[src/rtl/ewr_pkg.sv]
package ewr_pkg;

   typedef enum logic [2:0] {
      ST_MASTER   = 3'd0,
      ST_RELEASE  = 3'd1,
      ST_TURN_IN  = 3'd2,
      ST_SLV_CMD  = 3'd3,
      ST_SLV_DATA = 3'd4,
      ST_TURN_OUT = 3'd5
   } ewr_state_e;

   localparam int unsigned DID_LAST_BIT   = 0;
   localparam int unsigned DID_NONCOH_BIT = 1;
   localparam int unsigned DID_RSV_LO     = 2;

endpackage

[src/rtl/ewr_decode.sv]
module ewr_decode
   import ewr_pkg::*;
#(
   parameter int unsigned CMD_W    = 5,
   parameter logic [CMD_W-2:0] WR1_CODE = 4'b1000
) (
   input  logic [CMD_W-1:0] cmd_i,
   output logic             cmd_accept,
   output logic             did_final,
   output logic             did_noncoh
);

   localparam int unsigned TOP = CMD_W - 1;
   localparam int unsigned RSV_W = CMD_W - 1 - DID_RSV_LO;

   initial begin : p_param_chk
      assert (CMD_W >= 5) else $error("ewr_decode: CMD_W must be at least 5");
   end

   logic is_id;
   logic rsv_clear;

   assign is_id      = cmd_i[TOP];
   assign rsv_clear  = (cmd_i[CMD_W-2:DID_RSV_LO] == {RSV_W{1'b0}});

   // One-word write command: top bit clear and the lower field matches exactly.
   assign cmd_accept = !is_id && (cmd_i[CMD_W-2:0] == WR1_CODE);

   // Valid final-cycle identifier: top bit set, last mark set, reserved clear.
   assign did_final  = is_id && cmd_i[DID_LAST_BIT] && rsv_clear;
   assign did_noncoh = cmd_i[DID_NONCOH_BIT];

endmodule

[src/rtl/ewr_fsm.sv]
module ewr_fsm
   import ewr_pkg::*;
(
   input  logic clk,
   input  logic rst_n,
   input  logic ext_req_n,
   input  logic in_valid_n,
   input  logic cmd_accept,
   input  logic did_final,
   output logic release_n,
   output logic bus_oe,
   output logic cap_cmd,
   output logic cap_data,
   output logic wr_done,
   output logic proto_err
);

   ewr_state_e state_q, state_d;
   logic       valid;
   logic       err_d;
   logic       done_q, err_q;

   assign valid = !in_valid_n;

   always_comb begin
      state_d  = state_q;
      err_d    = 1'b0;
      cap_cmd  = 1'b0;
      cap_data = 1'b0;
      unique case (state_q)
         ST_MASTER: begin
            if (!ext_req_n) state_d = ST_RELEASE;
         end
         ST_RELEASE: state_d = ST_TURN_IN;
         ST_TURN_IN: state_d = ST_SLV_CMD;
         ST_SLV_CMD: begin
            if (valid) begin
               if (cmd_accept) begin
                  cap_cmd = 1'b1;
                  state_d = ST_SLV_DATA;
               end else begin
                  err_d   = 1'b1;
                  state_d = ST_TURN_OUT;
               end
            end
         end
         ST_SLV_DATA: begin
            if (valid) begin
               state_d = ST_TURN_OUT;
               if (did_final) cap_data = 1'b1;
               else           err_d    = 1'b1;
            end
         end
         ST_TURN_OUT: state_d = ST_MASTER;
         default:     state_d = ST_MASTER;
      endcase
   end

   always_ff @(posedge clk or negedge rst_n) begin
      if (!rst_n) begin
         state_q <= ST_MASTER;
         done_q  <= 1'b0;
         err_q   <= 1'b0;
      end else begin
         state_q <= state_d;
         done_q  <= cap_data;
         err_q   <= err_d;
      end
   end

   assign release_n = (state_q != ST_RELEASE);
   assign bus_oe    = (state_q == ST_MASTER);
   assign wr_done   = done_q;
   assign proto_err = err_q;

   AST_REL_ONE_CLK: assert property (@(posedge clk) disable iff (!rst_n)
      !release_n |=> release_n);
   AST_REL_AFTER_REQ: assert property (@(posedge clk) disable iff (!rst_n)
      $fell(release_n) |-> ($past(ext_req_n) == 1'b0));
   AST_OE_OFF_REL: assert property (@(posedge clk) disable iff (!rst_n)
      !release_n |-> !bus_oe);
   AST_WAIT_HOLD: assert property (@(posedge clk) disable iff (!rst_n)
      ((state_q == ST_SLV_CMD || state_q == ST_SLV_DATA) && in_valid_n)
      |=> $stable(state_q));
   AST_DONE_ONE_CLK: assert property (@(posedge clk) disable iff (!rst_n)
      wr_done |=> !wr_done);
   AST_ERR_ONE_CLK: assert property (@(posedge clk) disable iff (!rst_n)
      proto_err |=> !proto_err);
   AST_DONE_ERR_EXCL: assert property (@(posedge clk) disable iff (!rst_n)
      !(wr_done && proto_err));

endmodule

[src/rtl/ewr_capture.sv]
module ewr_capture #(
   parameter int unsigned BUS_W   = 32,
   parameter int unsigned CHK_W   = 4,
   parameter int unsigned CCHK_W  = 1,
   parameter bit          RESET_PAYLOAD = 1'b1
) (
   input  logic              clk,
   input  logic              rst_n,
   input  logic              cap_cmd,
   input  logic              cap_data,
   input  logic [BUS_W-1:0]  bus_i,
   input  logic [CHK_W-1:0]  bus_chk_i,
   input  logic [CCHK_W-1:0] cmd_chk_i,
   input  logic              did_noncoh,
   output logic [BUS_W-1:0]  wr_addr,
   output logic [BUS_W-1:0]  wr_data,
   output logic              wr_noncoh,
   output logic [CHK_W-1:0]  wr_addr_chk,
   output logic [CHK_W-1:0]  wr_data_chk,
   output logic [CCHK_W-1:0] wr_cmd_chk,
   output logic [CCHK_W-1:0] wr_did_chk
);

   generate
      if (RESET_PAYLOAD) begin : g_rst
         always_ff @(posedge clk or negedge rst_n) begin
            if (!rst_n) begin
               wr_addr     <= '0;
               wr_addr_chk <= '0;
               wr_cmd_chk  <= '0;
               wr_data     <= '0;
               wr_data_chk <= '0;
               wr_did_chk  <= '0;
               wr_noncoh   <= 1'b0;
            end else begin
               if (cap_cmd) begin
                  wr_addr     <= bus_i;
                  wr_addr_chk <= bus_chk_i;
                  wr_cmd_chk  <= cmd_chk_i;
               end
               if (cap_data) begin
                  wr_data     <= bus_i;
                  wr_data_chk <= bus_chk_i;
                  wr_did_chk  <= cmd_chk_i;
                  wr_noncoh   <= did_noncoh;
               end
            end
         end
      end else begin : g_norst
         always_ff @(posedge clk) begin
            if (cap_cmd) begin
               wr_addr     <= bus_i;
               wr_addr_chk <= bus_chk_i;
               wr_cmd_chk  <= cmd_chk_i;
            end
            if (cap_data) begin
               wr_data     <= bus_i;
               wr_data_chk <= bus_chk_i;
               wr_did_chk  <= cmd_chk_i;
               wr_noncoh   <= did_noncoh;
            end
         end
      end
   endgenerate

endmodule

[src/rtl/ext_wr_slave.sv]
module ext_wr_slave
   import ewr_pkg::*;
#(
   parameter int unsigned BUS_W   = 32,
   parameter int unsigned CHK_W   = 4,
   parameter int unsigned CMD_W   = 5,
   parameter int unsigned CCHK_W  = 1,
   parameter logic [CMD_W-2:0] WR1_CODE = 4'b1000,
   parameter bit          RESET_PAYLOAD = 1'b1
) (
   input  logic              clk,
   input  logic              rst_n,
   input  logic              ext_req_n,
   input  logic              in_valid_n,
   input  logic [CMD_W-1:0]  cmd_i,
   input  logic [CCHK_W-1:0] cmd_chk_i,
   input  logic [BUS_W-1:0]  bus_i,
   input  logic [CHK_W-1:0]  bus_chk_i,
   output logic              release_n,
   output logic              bus_oe,
   output logic              wr_done,
   output logic              proto_err,
   output logic [BUS_W-1:0]  wr_addr,
   output logic [BUS_W-1:0]  wr_data,
   output logic              wr_noncoh,
   output logic [CHK_W-1:0]  wr_addr_chk,
   output logic [CHK_W-1:0]  wr_data_chk,
   output logic [CCHK_W-1:0] wr_cmd_chk,
   output logic [CCHK_W-1:0] wr_did_chk
);

   initial begin : p_param_chk
      assert (BUS_W >= 8)  else $error("ext_wr_slave: BUS_W too small");
      assert (CHK_W >= 1)  else $error("ext_wr_slave: CHK_W must be nonzero");
      assert (CCHK_W >= 1) else $error("ext_wr_slave: CCHK_W must be nonzero");
      assert (CMD_W >= 5)  else $error("ext_wr_slave: CMD_W must be at least 5");
   end

   logic cmd_accept, did_final, did_noncoh;
   logic cap_cmd, cap_data;

   ewr_decode #(
      .CMD_W    (CMD_W),
      .WR1_CODE (WR1_CODE)
   ) u_dec (
      .cmd_i      (cmd_i),
      .cmd_accept (cmd_accept),
      .did_final  (did_final),
      .did_noncoh (did_noncoh)
   );

   ewr_fsm u_fsm (
      .clk        (clk),
      .rst_n      (rst_n),
      .ext_req_n  (ext_req_n),
      .in_valid_n (in_valid_n),
      .cmd_accept (cmd_accept),
      .did_final  (did_final),
      .release_n  (release_n),
      .bus_oe     (bus_oe),
      .cap_cmd    (cap_cmd),
      .cap_data   (cap_data),
      .wr_done    (wr_done),
      .proto_err  (proto_err)
   );

   ewr_capture #(
      .BUS_W         (BUS_W),
      .CHK_W         (CHK_W),
      .CCHK_W        (CCHK_W),
      .RESET_PAYLOAD (RESET_PAYLOAD)
   ) u_cap (
      .clk         (clk),
      .rst_n       (rst_n),
      .cap_cmd     (cap_cmd),
      .cap_data    (cap_data),
      .bus_i       (bus_i),
      .bus_chk_i   (bus_chk_i),
      .cmd_chk_i   (cmd_chk_i),
      .did_noncoh  (did_noncoh),
      .wr_addr     (wr_addr),
      .wr_data     (wr_data),
      .wr_noncoh   (wr_noncoh),
      .wr_addr_chk (wr_addr_chk),
      .wr_data_chk (wr_data_chk),
      .wr_cmd_chk  (wr_cmd_chk),
      .wr_did_chk  (wr_did_chk)
   );

   AST_DONE_OE_OFF: assert property (@(posedge clk) disable iff (!rst_n)
      wr_done |-> !bus_oe);
   AST_ADDR_HELD: assert property (@(posedge clk) disable iff (!rst_n)
      wr_done |-> $stable(wr_addr));

endmodule

[config.mk]
export PLATFORM = sky130hd
export DESIGN_NAME = ext_wr_slave
export DESIGN_NICKNAME = d
export VERILOG_FILES = /design/src/rtl/ewr_pkg.sv /design/src/rtl/ewr_decode.sv /design/src/rtl/ewr_fsm.sv /design/src/rtl/ewr_capture.sv /design/src/rtl/ext_wr_slave.sv
export SDC_FILE = /design/constraint.sdc
export NUM_CORES = 1
export LEC_CHECK = 0
export BUFFER_PORTS_ARGS = -buffer_cell sky130_fd_sc_hd__buf_4
export CAP_MARGIN = 20
export CORE_ASPECT_RATIO = 2
export CORE_UTILIZATION = 51
export DETAILED_ROUTE_END_ITERATION = 10
export PLACE_DENSITY = 0.83
export SYNTH_ARGS = -nofsm -noshare
export SYNTH_HDL_FRONTEND = slang
export SYNTH_SLANG_ARGS = --single-unit
[constraint.sdc]
create_clock -name clk -period 3.1 [get_ports clk]
set_clock_uncertainty 0.05 [all_clocks]
set_input_delay 0.155 -clock clk [delete_from_list [all_inputs] [get_ports clk]]
set_output_delay 0.155 -clock clk [all_outputs]
set_load 0.03 [all_outputs]
==> out/metrics.csv, run 1 <==
metric,value,unit
status,"finished, violations left",
violated checks,design-rule violations,
largest net degree at the start of global routing,81,
worst hold slack,0.0102,ns
Port Buffers,124,
"Remaining Overflow, GRT",0,
# setup viols final,0,
"CTS clk-pin slew, worst paths",0.06,ns
Sw Ratio,0.315,
total setup buffers inserted after CTS,0,
Ports,125,
CTS tree,built,
Final nets,361,
WL final,6760,um
Post-Syn Nets,229,
Finished Layout Cells,380,
layout cells sized above 1,0.680,
Placed Cells,362,
drc violations,14,
Critical Path AT,2.54,ns
Die ar.,6340,um^2
clk sinks,80,
final setup TNS,0,ns
P_int,2.45,mW
Crit Path Max Fanout,39,
Slew @ Worst Pin,0.981,ns
"commonest cells after routing, fill and taps aside","buf_4 (124), dfrtp_1 (80), mux2_2 (73), clkbuf_16 (9), dlygate4sd3_1 (3)",
Worst slew margin,0.346,
clock latency on the worst-skew pair,0.32,ns
initial DRC count,55,
register area share after synthesis,0.654,
hold_sp,cmd_chk_i,
final count of hold timing violations,0,
post-synth cell types,22,
Worst Setup SP,u_fsm.state_q[1]$_DFFE_PN0P_,
min setup slack post-route,0.721,ns
Initial Util,0.532,
switching pwr,1.13,mW
initial antenna violation count,0,
Worst Path Required,3.26,ns
R2R Path Start,u_fsm.state_q[1]$_DFFE_PN0P_,
DR WL/cell,17.8,um
cell count after synthesis,183,
Yosys reg bits,80,
Mapped Area,3060,um^2
Syn Area/Cell,16.7,um^2
"most common cell after layout, fill and taps aside",buf_4,
Peak Freq,0.420,GHz
htree depth,3,
DR vias,2014,
clk buf depth,2,
endpoint class of the critical path,register,
routability cong.,0.789,
crit path kind,reg2reg,
synthesis warning total,0,
Antenna Diode Count,0,
HP Class,in2reg,
Startpoint Class,register,
antenna-violating nets left,0,
GRT Total Usage,0.227,
pre-CTS setup slack,0.712,ns
clock group share of total power,0.313,
Core Box Area,5760,um^2
Static Leak,2.38,nW
Pins Over Slew Limit,0,
min cycle time layout,2.38,ns
first-pass GRT wire length,10500,um
Area Overhead vs Synth,43.2,%
chip width,56.8,um
vias in the first global route,2099,
number of core rows,39,
max-cap viol count,0,
RSZ-0062 raised after global routing,false,
TritonRoute pass-1 iters,7,
TritonCTS Buffers,9,
Tcrit/Tclk final,0.767,
P per Cell Area,815,nW/um^2
vias per cell,5.30,
Root Driver,clkbuf_16,
HPWL after DPL,4760,um
Chip Height,112,um
Worst IR Drop VDD,511,uV
Seq pwr share,0.386,
Comb power frac,0.301,
routing by layer:
layer  track usage  wire length (um)  vias to the layer above
li1              -                 -                      915
met1         0.231              2270                     1006
met2         0.410              3950                       78
met3        0.0441               312                       15
met4         0.143               223                        0
met5             0                 0                        -
Yosys cell counts:
cell	instances	area share
a211oi_1	1	0.0025
a21oi_1	2	0.0033
buf_2	1	0.0016
buf_6	4	0.015
clkbuf_1	2	0.0025
dfrtp_1	80	0.65
inv_1	2	0.0025
mux2_1	2	0.0074
mux2_2	73	0.27
nand3_1	1	0.0016
nand3b_1	2	0.0049
nand4bb_1	1	0.0037
nor2_1	1	0.0012
nor2b_1	1	0.0020
nor3_1	1	0.0016
nor4_4	1	0.0069
o211a_1	1	0.0033
o21ai_0	2	0.0033
o21bai_1	1	0.0025
or3_1	1	0.0020
or3b_2	2	0.0057
or4b_4	1	0.0045
power by group through the flow:
| stage | Sequential (mW) | Clock [mW] | Combinational [mW] |
|---|---|---|---|
| final | 1.38 | 1.12 | 1.08 |
| after global routing | 1.40 | 1.18 | 1.12 |
| after CTS | 1.38 | 1.14 | 1.09 |
| after detailed placement | 1.39 | 0 | 1.08 |
| after global placement | 1.38 | 0 | 1.06 |
| after floorplan | 1.75 | 0 | 0.252 |
final timing paths:
check                                                     end  slack (ns)  cells past startpoint
min in group asynchronous        u_cap.wr_data[4]$_DFFE_PN0P_        0.53                      2
max in group asynchronous       u_cap.wr_addr[20]$_DFFE_PN0P_        1.85                      2
worst max-delay path            u_cap.wr_data[18]$_DFFE_PN0P_        0.72                      3
worst min register to register   u_cap.wr_cmd_chk$_DFFE_PN0P_        0.43                      1
worst max register to register  u_cap.wr_data[18]$_DFFE_PN0P_        0.72                      3
worst min-delay path             u_cap.wr_cmd_chk$_DFFE_PN0P_        0.01                      2
final cells by class:
cell class | count | area [um^2]
Clock inverter | 3 | 65.1
Tap cell | 61 | 76.3
Clock buffer | 12 | 256
Fill cell | 379 | 1370
Multi-Input combinational cell | 94 | 996
Sequential cell | 80 | 2000
Inverter | 2 | 7.51
Timing Repair Buffer | 128 | 981
through the flow:
stage | util | total power [mW] | instance area, um^2
after detailed placement | 0.700 | 2.47 | 4030
after global placement | 0.700 | 2.44 | 4030
after global routing | 0.761 | 3.70 | 4380
after floorplan | - | 2.00 | 3060
after CTS | 0.761 | 3.61 | 4380
final | 0.761 | 3.57 | 4380
worst max-delay path, stage by stage, from the launching register on:
cell and delay, ns:
dfrtp_1 0.45, or3b_2 0.50, or3_2 0.82, mux2_2 0.43
cell families after synthesis:
kind of cell	synth area share
compound gates	0.0147
buf+inv	0.0212
flops	0.654
mux	0.276
simple gates	0.0343
registers in the layout, summed over array words and instances (netlist names):
register / flops
u_fsm.wr_done: 1
u_cap.wr_cmd_chk: 1
u_cap.wr_noncoh: 1
u_fsm.proto_err: 1
u_cap.wr_addr: 32
u_cap.wr_did_chk: 1
u_cap.wr_data_chk: 4
u_cap.wr_data: 32
u_fsm.state_q: 3
u_cap.wr_addr_chk: 4
what timing repair did:
action / in CTS / in global routing
endpoints found under the hold margin: 82 / 0
hold buffers: 3 / 0
gates resized for setup: 0 / 0
No activity file was read; power rests on OpenSTA's default activity.
==> inputs of run 2 (changes only) <==
CORE_UTILIZATION = 48   (was 51)
PLACE_DENSITY = 0.79   (was 0.83)
clock period = 2.4 ns   (was 3.1 ns; I/O delays follow)
==> run 2 against run 1 <==
Net effect:
- the run now ends clean
- global-route usage down 0.25 points
- combinational power up 33%
- flip-flop and latch count unchanged
- largest cell class unchanged
- core utilization up 2.3 points
- count of clock-buffer cells in the layout up 3
- highest routed layer unchanged
- register-to-register slack worse by 0.40 ns
- first-iteration DRC count up 20%
==> out/metrics.csv, run 2 (same netlist as run 1, synthesis figures left out) <==
metric,value,unit,change
"Remaining Overflow, GRT",0,,unchanged
DR vias,2176,,"was 2,014"
crit path kind,in2reg,,was reg2reg
total power,4.43,mW,was 3.57 mW
Peak Freq,0.477,GHz,
final core utilization,0.784,,was 0.761
Worst Path Required,2.55,ns,was 3.26 ns
htree depth,3,,unchanged
switching pwr,1.44,mW,was 1.13 mW
Area Overhead vs Synth,55.1,%,was 43.2%
CP max stage delay,0.54,ns,was 0.82 ns
clock group share of total power,0.274,,was 0.313
DR WL/cell,16.1,um,was 17.8 um
status,"finished, final reports clean",,"was finished, violations left"
GRT Total Usage,0.224,,was 0.227
antenna-violating nets left,0,,unchanged
CTS tree,built,,unchanged
Initial Util,0.506,,was 0.532
vias per cell,4.93,,was 5.30
Seq pwr share,0.402,,was 0.386
Ports,125,,unchanged
"delay-heaviest family, CP",buffers and inverters,,was simple AND/OR/NAND/NOR gates
Die ar.,6720,um^2,was 6340 um^2
initial antenna violation count,0,,unchanged
endpoint class of the critical path,register,,unchanged
max-cap viol count,0,,unchanged
HP Class,in2reg,,unchanged
Multi-input gate area,996,um^2,unchanged
total setup buffers inserted after CTS,0,,unchanged
Chip Height,115,um,was 112 um
Fillers,392,,was 379
number of core rows,40,,was 39
layout cells sized above 1,0.602,,was 0.680
Antenna Diode Count,0,,unchanged
Sw Ratio,0.325,,was 0.315
"commonest cells after routing, fill and taps aside","buf_4 (124), dfrtp_1 (80), mux2_2 (73), dlygate4sd3_1 (40), clkbuf_16 (9)",,"was buf_4 (124), dfrtp_1 (80), mux2_2 (73), clkbuf_16 (9), dlygate4sd3_1 (3)"
Critical Path AT,2.25,ns,was 2.54 ns
Startpoint Class,input pin,,was register
first-pass GRT wire length,10800,um,"was 10,500 um"
Slew @ Worst Pin,0.974,ns,was 0.981 ns
"Buf+Inv Stages, Crit Path",3,,was 0
clk buf depth,2,,unchanged
Worst IR Drop VDD,629,uV,was 511 uV
Tcrit/Tclk final,0.874,,
P_int,2.99,mW,was 2.45 mW
vias in the first global route,2231,,"was 2,099"
"most common cell after layout, fill and taps aside",buf_4,,unchanged
TritonCTS Buffers,9,,unchanged
min cycle time layout,2.10,ns,
Comb power frac,0.324,,was 0.301
Worst slew margin,0.350,,was 0.346
clock latency on the worst-skew pair,0.32,ns,about the same
Core Box Area,6060,um^2,was 5760 um^2
Reg area,2000,um^2,unchanged
"CTS clk-pin slew, worst paths",0.05,ns,was 0.06 ns
Top Registers,"u_cap.wr_addr x32, u_cap.wr_data x32",,unchanged
chip width,58.5,um,was 56.8 um
clk sinks,80,,unchanged
"Slowest-stage cell, CP",dlygate4sd3_1,,was or3_2
Port Buffers,124,,unchanged
routability cong.,0.785,,was 0.789
Root Driver,clkbuf_16,,unchanged
P per Cell Area,933,nW/um^2,was 815 nW/um^2
final setup TNS,0,ns,unchanged
RSZ-0062 raised after global routing,false,,unchanged
Crit Path Max Fanout,37,,was 39
Static Leak,2.51,nW,was 2.38 nW
Pins Over Slew Limit,0,,unchanged
critical path cell sequence,dlygate4sd3_1 -> buf_4 -> or4b_4 -> nor4_4 -> buf_12 -> mux2_1,,was or3b_2 -> or3_2 -> mux2_2
drc violations,0,,was 14
# setup viols final,0,,unchanged
final count of hold timing violations,0,,unchanged
Final nets,399,,was 361
initial DRC count,66,,was 55
largest net degree at the start of global routing,81,,unchanged
HPWL after DPL,4600,um,was 4760 um
TritonRoute pass-1 iters,4,,was 7
WL final,7120,um,was 6760 um
run 2: final cells by class:
class                      instances  area share
clock buffer                      15      0.0564
multi-input combinational         94       0.210
timing repair buffer             166       0.289
inverter                           2     0.00158
sequential                        80       0.421
tap                               84      0.0221
run 2: worst paths after layout:
check / start / to / slack, ns / depth (start not counted)
max in group asynchronous: rst_n / u_cap.wr_addr[16]$_DFFE_PN0P_ / 1.21 / 2
hold reg to reg: u_cap.wr_addr[10]$_DFFE_PN0P_ / u_cap.wr_addr[10]$_DFFE_PN0P_ / 0.44 / 1
min in group asynchronous: rst_n / u_cap.wr_addr[8]$_DFFE_PN0P_ / 0.45 / 2
setup reg to reg: u_fsm.state_q[1]$_DFFE_PN0P_ / u_cap.wr_data[23]$_DFFE_PN0P_ / 0.32 / 4
setup / recovery: cmd_i[1] / u_cap.wr_cmd_chk$_DFFE_PN0P_ / 0.30 / 6
hold / removal: ext_req_n / u_fsm.state_q[0]$_DFFE_PN0P_ / 0.11 / 3
run 2: timing repair:
item	4_1_cts	5_1_grt
endpoints found under the hold margin	153	0
resized for setup	0	0
hold buffers	40	0
run 2: worst reg2reg max path: stages, from the launching register on:
cell	delay, ns
dfrtp_1	0.44
or3b_2	0.49
or3_2	0.46
buf_12	0.20
mux2_2	0.32
run 2: per-stage QoR:
stage | setup slack (ns) | instance area (um^2) | cells | hold WS, ns
2_1_floorplan | 0.417 | 3060 | 183 | -0.226
3_3_place_gp | 0.386 | 4080 | 386 | 0.280
6_report | 0.303 | 4750 | 441 | 0.111
4_1_cts | 0.296 | 4750 | 441 | 0.109
5_1_grt | 0.274 | 4750 | 441 | 0.131
3_5_place_dp | 0.337 | 4080 | 386 | 0.294
run 2: power by group through the flow:
stage / sequential (mW) / combinational [mW] / clock (mW)
final: 1.78 / 1.44 / 1.22
after global routing: 1.82 / 1.51 / 1.30
after CTS: 1.78 / 1.44 / 1.25
after detailed placement: 1.80 / 1.38 / 0
after global placement: 1.78 / 1.36 / 0
after floorplan: 2.26 / 0.325 / 0
run 2: per-layer routing:
metal / vias to the layer above / wire [um] / share of wire / track usage
li1: 997 / - / - / -
met1: 1081 / 2490 / 0.35 / 0.241
met2: 82 / 4070 / 0.57 / 0.395
met3: 16 / 345 / 0.048 / 0.0607
met4: 0 / 217 / 0.030 / 0.113
met5: - / 0 / 0 / 0
